File: src/rtl/fp_rsv_pkg.sv
package fp_rsv_pkg;

  localparam int NRES = 8;

  typedef logic [NRES-1:0] res_vec_t;

  // resource bits
  localparam res_vec_t RES_U = 8'h01;
  localparam res_vec_t RES_S = 8'h02;
  localparam res_vec_t RES_A = 8'h04;
  localparam res_vec_t RES_R = 8'h08;
  localparam res_vec_t RES_D = 8'h10;
  localparam res_vec_t RES_E = 8'h20;
  localparam res_vec_t RES_M = 8'h40;
  localparam res_vec_t RES_N = 8'h80;

  typedef enum logic [2:0] {
    FOP_ADD = 3'd0,
    FOP_MUL = 3'd1,
    FOP_DIV = 3'd2,
    FOP_NEG = 3'd3,
    FOP_CMP = 3'd4
  } fp_op_e;

  localparam int DIV_RUN  = 27;               // plain divide cycles
  localparam int DIV_TAIL = 3 + DIV_RUN;      // first mixed divide step
  localparam int DIV_LEN  = DIV_TAIL + 6;

  // number of steps an operation occupies; 0 means unsupported
  function automatic int op_len(logic [2:0] op);
    case (op)
      FOP_ADD: return 4;
      FOP_MUL: return 8;
      FOP_DIV: return DIV_LEN;
      FOP_NEG: return 2;
      FOP_CMP: return 3;
      default: return 0;
    endcase
  endfunction

  // resources claimed by an operation k cycles after it starts
  function automatic res_vec_t op_step(logic [2:0] op, int k);
    res_vec_t r;
    r = '0;
    case (op)
      FOP_ADD: begin
        case (k)
          0: r = RES_U;
          1: r = RES_S | RES_A;
          2: r = RES_A | RES_R;
          3: r = RES_R | RES_S;
          default: r = '0;
        endcase
      end
      FOP_MUL: begin
        case (k)
          0: r = RES_U;
          1: r = RES_E | RES_M;
          2, 3, 4: r = RES_M;
          5: r = RES_N;
          6: r = RES_N | RES_A;
          7: r = RES_R;
          default: r = '0;
        endcase
      end
      FOP_DIV: begin
        if (k == 0) r = RES_U;
        else if (k == 1) r = RES_A;
        else if (k == 2) r = RES_R;
        else if (k >= 3 && k < DIV_TAIL) r = RES_D;
        else if (k >= DIV_TAIL && k < DIV_TAIL + 4)
          r = RES_D | ((((k - DIV_TAIL) % 2) == 0) ? RES_A : RES_R);
        else if (k == DIV_TAIL + 4) r = RES_A;
        else if (k == DIV_TAIL + 5) r = RES_R;
        else r = '0;
      end
      FOP_NEG: begin
        case (k)
          0: r = RES_U;
          1: r = RES_S;
          default: r = '0;
        endcase
      end
      FOP_CMP: begin
        case (k)
          0: r = RES_U;
          1: r = RES_A;
          2: r = RES_R;
          default: r = '0;
        endcase
      end
      default: r = '0;
    endcase
    return r;
  endfunction

endpackage

File: src/rtl/fp_op_pattern.sv
module fp_op_pattern
  import fp_rsv_pkg::*;
#(
  parameter int DEPTH = 40
) (
  input  logic [2:0]                       op_i,
  output logic [DEPTH-1:0][NRES-1:0]       pat_o,
  output logic                             known_o,
  output logic                             fits_o
);

  for (genvar k = 0; k < DEPTH; k++) begin : g_step
    assign pat_o[k] = op_step(op_i, k);
  end

  assign known_o = (op_len(op_i) != 0);
  assign fits_o  = (op_len(op_i) <= DEPTH);

endmodule

File: src/rtl/fp_rsv_table.sv
module fp_rsv_table
  import fp_rsv_pkg::*;
#(
  parameter int DEPTH = 40
) (
  input  logic                             clk,
  input  logic                             rst,
  input  logic                             merge_i,
  input  logic [DEPTH-1:0][NRES-1:0]       pat_i,
  output logic [DEPTH-1:0][NRES-1:0]       tbl_o
);

  localparam int TBL_W = DEPTH * NRES;

  logic [DEPTH-1:0][NRES-1:0] advanced;
  logic [DEPTH-1:0][NRES-1:0] claim;

  // entry k takes entry k+1; the far end fills with free cycles
  assign advanced = TBL_W'(tbl_o >> NRES);
  assign claim    = merge_i ? pat_i : '0;

  always_ff @(posedge clk) begin
    if (rst) tbl_o <= '0;
    else     tbl_o <= advanced | claim;
  end

endmodule

File: src/rtl/fp_conflict_detect.sv
module fp_conflict_detect
  import fp_rsv_pkg::*;
#(
  parameter int DEPTH = 40
) (
  input  logic [DEPTH-1:0][NRES-1:0]       tbl_i,
  input  logic [DEPTH-1:0][NRES-1:0]       pat_i,
  output logic                             clash_o
);

  localparam int TBL_W = DEPTH * NRES;

  logic [DEPTH-1:0][NRES-1:0] ahead;
  logic [DEPTH-1:0]           hit;

  // a step starting after this edge lands on entry k+1 of today's window
  assign ahead = TBL_W'(tbl_i >> NRES);

  for (genvar k = 0; k < DEPTH; k++) begin : g_cmp
    assign hit[k] = |(pat_i[k] & ahead[k]);
  end

  assign clash_o = |hit;

endmodule

File: src/rtl/fp_issue_gate.sv
module fp_issue_gate
  import fp_rsv_pkg::*;
#(
  parameter int DEPTH = 40
) (
  input  logic                  clk,
  input  logic                  rst,
  input  logic                  req_valid_i,
  input  logic [2:0]            req_op_i,
  output logic                  issue_o,
  output logic                  stall_o,
  output logic [NRES-1:0]       stage_busy_o
);

  logic [DEPTH-1:0][NRES-1:0] pat;
  logic [DEPTH-1:0][NRES-1:0] tbl;
  logic                       known;
  logic                       fits;
  logic                       clash;
  logic                       grant;

  fp_op_pattern #(.DEPTH(DEPTH)) i_pattern (
    .op_i    (req_op_i),
    .pat_o   (pat),
    .known_o (known),
    .fits_o  (fits)
  );

  fp_conflict_detect #(.DEPTH(DEPTH)) i_detect (
    .tbl_i   (tbl),
    .pat_i   (pat),
    .clash_o (clash)
  );

  assign grant = req_valid_i && known && fits && !clash;

  fp_rsv_table #(.DEPTH(DEPTH)) i_table (
    .clk     (clk),
    .rst     (rst),
    .merge_i (grant),
    .pat_i   (pat),
    .tbl_o   (tbl)
  );

  always_ff @(posedge clk) begin
    if (rst) begin
      issue_o <= 1'b0;
      stall_o <= 1'b0;
    end else begin
      issue_o <= grant;
      stall_o <= req_valid_i && !grant;
    end
  end

  assign stage_busy_o = tbl[0];

endmodule

File: config.mk
export PLATFORM = sky130hd
export DESIGN_NAME = fp_issue_gate
export DESIGN_NICKNAME = d
export VERILOG_FILES = /design/src/rtl/fp_rsv_pkg.sv /design/src/rtl/fp_op_pattern.sv /design/src/rtl/fp_rsv_table.sv /design/src/rtl/fp_conflict_detect.sv /design/src/rtl/fp_issue_gate.sv
export SDC_FILE = /design/constraint.sdc
export NUM_CORES = 1
export LEC_CHECK = 0
export ABC_AREA = 0
export BUFFER_PORTS_ARGS = -buffer_cell sky130_fd_sc_hd__buf_2
export CAP_MARGIN = 40
export CORE_UTILIZATION = 33
export DETAILED_ROUTE_END_ITERATION = 8
export SLEW_MARGIN = 5
export SYNTH_ARGS = -nofsm -noshare
export SYNTH_HDL_FRONTEND = slang
export SYNTH_HIERARCHICAL = 1
export SYNTH_SLANG_ARGS = --single-unit
export TNS_END_PERCENT = 50
File: constraint.sdc
create_clock -name clk -period 6 [get_ports clk]
set_input_delay 0.6 -clock clk [delete_from_list [all_inputs] [get_ports clk]]
set_output_delay 0.6 -clock clk [all_outputs]
set_load 0.02 [all_outputs]
==> impl_metrics.toml <==
[hold_path]
min_from = "req_valid_i"
hold_class = "input port to register"
holdPathEnd = "stall_o$_SDFF_PP0_"
whs_path_depth = 2

[floorplanning]
die_h_um = 206.9
dieArea_sq_um = 42820
core_sq_um = 41110
io_pins = 16
floorplan.die.width_um = 206.9
start_util_pct = 33.71
rows = 74

[yosys]
syn_area_per_cell_sq_um = 8.930
synthMuxAreaShare_pct = 0
synth-simple-area-share_pct = 11.56
yosys.area.top_type_share_pct = 46.51
ys_warn_count = 6
synthTopCellsByArea = "dfxtp_1, buf_4, a21oi_1"
ys.flop_type = "dfxtp_1"
ys_async_sr_fraction_pct = 0
netlist_area_sq_um = 13860
synthAdderAreaFrac_pct = 0
ys_seq_elements = 322
yosysTopAreaCell = "dfxtp_1"
synth_compound_area_share_pct = 20.72
synth_edf_count = 0
synth_top_family_by_area = "buffers and inverters"
yosysSeqAreaShare_pct = 46.51
syn_inst = 1552
synth_cell_types = 29
synth_xor_area_share_pct = 0.06319

[worst_setup_path]
reg2reg_slack_ns = 2.34
crit_path_max_incr_delay_ns = 0.60
crit_type = "input port to register"
crit_slowest_cell = "or4_1"
r2r-start = "i_table/tbl_o[33]$_SDFF_PP0_"
path_cells = "buf_2 -> nor3b_4 -> buf_4 -> a22oi_1 -> nand4_1 -> or4_1 -> nor4_1 -> nand4_1 -> and3b_2 -> and2_4 -> buf_12 -> a21oi_1 -> nor2_1"
critical_path_required_ns = 6.44
cpMostUsedCell = "nand4_1"
worst_setup_path_end_kind = "register"
r2r_cells = 11
critPathArrivalTime_ns = 4.44
path_max_fanout = 78
startpoint_type = "input port"
worstReg2RegEnd = "i_table/tbl_o[212]$_SDFF_PP0_"

[final_layout]
layout.nets = 1507
post-route-cell-area_sq_um = 14100
areaGrowthSynthToFinish_pct = 1.770
layout_commonest_cell = "dfxtp_1"
n_antenna_cell = 0
drive_gt1_share_pct = 6.422
most-common-layout-cells = "dfxtp_1, a21oi_1, nor2_1"
finalNonFillerCells = 2058

[sta]
max_freq_ghz = 0.2499
worstMarginPinSlew_ns = 0.8505
hold_ws_ns = 0.4391
slew_headroom_pct = 43.24
period_share_pct = 66.68
report.final.slew_viol_count = 0
finalSetupViolCount = 0
period_minus_slack_ns = 4.001
rsz0062_at_grt = "false"
hold_viol_final = 0
fin_skew_ns = 0.01481
setup_tns_ns = 0

[routing]
drtIter0Drc = 1114
drt_first_pass_iters = 5
wirelength_um = 35370
avgViaCountPerCell = 4.673
ant_nets = 0
routed-via-count = 9617
wl_per_cell_um = 17.19
drc = 0

[global_route]
grt_max_degree = 139
antenna_found_initial = 0
grt_pass1_vias = 8760
grt.total_usage_pct = 16.62
grt_pass1_wl_um = 52490
grt_overflow = 0

[job]
maxCapViolCount = 0

[power_and_ir_drop]
fin_total_pwr_w = 0.006840
cellPowerDensity_nw_per_um2 = 484.9
peakVddDrop_mv = 0.2122
p_leak_nw = 5.642

[clock_network]
cts-root-buf = "clkbuf_16"
holdBufCountCts = 0
path_clk_slew_ns = 0.06
numCtsBuffers = 35
cts_tree = "yes"
post_cts_buffers = 0
cts_buffer_depth = 3
cts_sinks = 322
cts_resized = 0
h-tree-depth = 2
clock_latency_ns = 0.51

[status]
status = "complete, no violations"

[placed_design]
dp_cells = 1996
gp_congestion = 0.9014
port_buffers = 15
place_area_sq_um = 12830
detailed_place_hpwl_um = 25970
## area by class of cell
| type | count | area [sq um] |
|---|---|---|
| sequential | 322 | 6446 |
| clock buffer | 52 | 1072 |
| clock inverter | 10 | 200.2 |
| fill | 4224 | 27000 |
| timing repair buffer | 30 | 222.7 |
| multi-input combinational | 1112 | 5498 |
| tap | 532 | 665.6 |
## registers in the layout (all words and copies together), names as in the netlist
signal / cells
i_table/tbl_o: 320
issue_o: 1
stall_o: 1
## kinds of logic after synthesis
family          count (synthesis)
other cells                     2
buf+inv                       384
xor+xnor                        1
flops                         322
simple gates                  371
compound gates                472
## power breakdown
| group | leakage (nW) | switching, W | internal [W] |
|---|---|---|---|
| clock network | 0.628 | 0.000856 | 0.00149 |
| registers | 2.60 | 0.000223 | 0.00248 |
| logic | 2.42 | 0.00119 | 0.000604 |
## worst max path at each step
stage	cells past startpoint	slack, ns	start	endpoint
6_report	13	2.00	req_op_i[1]	i_table/tbl_o[212]$_SDFF_PP0_
5_1_grt	13	1.84	req_op_i[1]	i_table/tbl_o[204]$_SDFF_PP0_
4_1_cts	13	2.05	req_op_i[1]	i_table/tbl_o[19]$_SDFF_PP0_
3_5_place_dp	13	1.53	req_op_i[1]	i_table/tbl_o[19]$_SDFF_PP0_
3_3_place_gp	13	1.50	req_op_i[1]	i_table/tbl_o[212]$_SDFF_PP0_
2_1_floorplan	16	2.25	req_op_i[2]	i_table/tbl_o[0]$_SDFF_PP0_
## metrics by stage
step,worst slack [ns],utilization [%]
after global placement,1.496,31.22
after global routing,1.843,34.31
final,1.999,34.31
after CTS,2.053,34.31
after detailed placement,1.526,31.22
after floorplan,2.248,-
## cells in the mapped netlist (2+ instances only)
master and number:
buf_4 314, a22o_1 45, buf_8 5, clkbuf_1 3
a22oi_1 66, dfxtp_1 322, nor3b_2 6, nand3_1 5
conb_1 2, or4_1 2, buf_6 27, a21oi_1 314
buf_2 35, and2_1 9, o21ai_0 2, nor4_1 5
nand4_1 23, a221oi_1 44, nor2_1 313
## layer usage
metal	routed length, um	track usage (%)	up-vias
met5	0	0	-
met4	1143	6.022	0
met3	2411	3.281	68
met2	15650	25.82	283
met1	16170	22.76	4515
li1	-	-	4751
## critical path: cells and delay by family
family	cells	cell delay, ns
AOI/OAI and AO/OA	2	0.31
buffers and inverters	3	0.79
and+or+nand+nor	8	2.66
No activity file was read; power rests on OpenSTA's default activity.
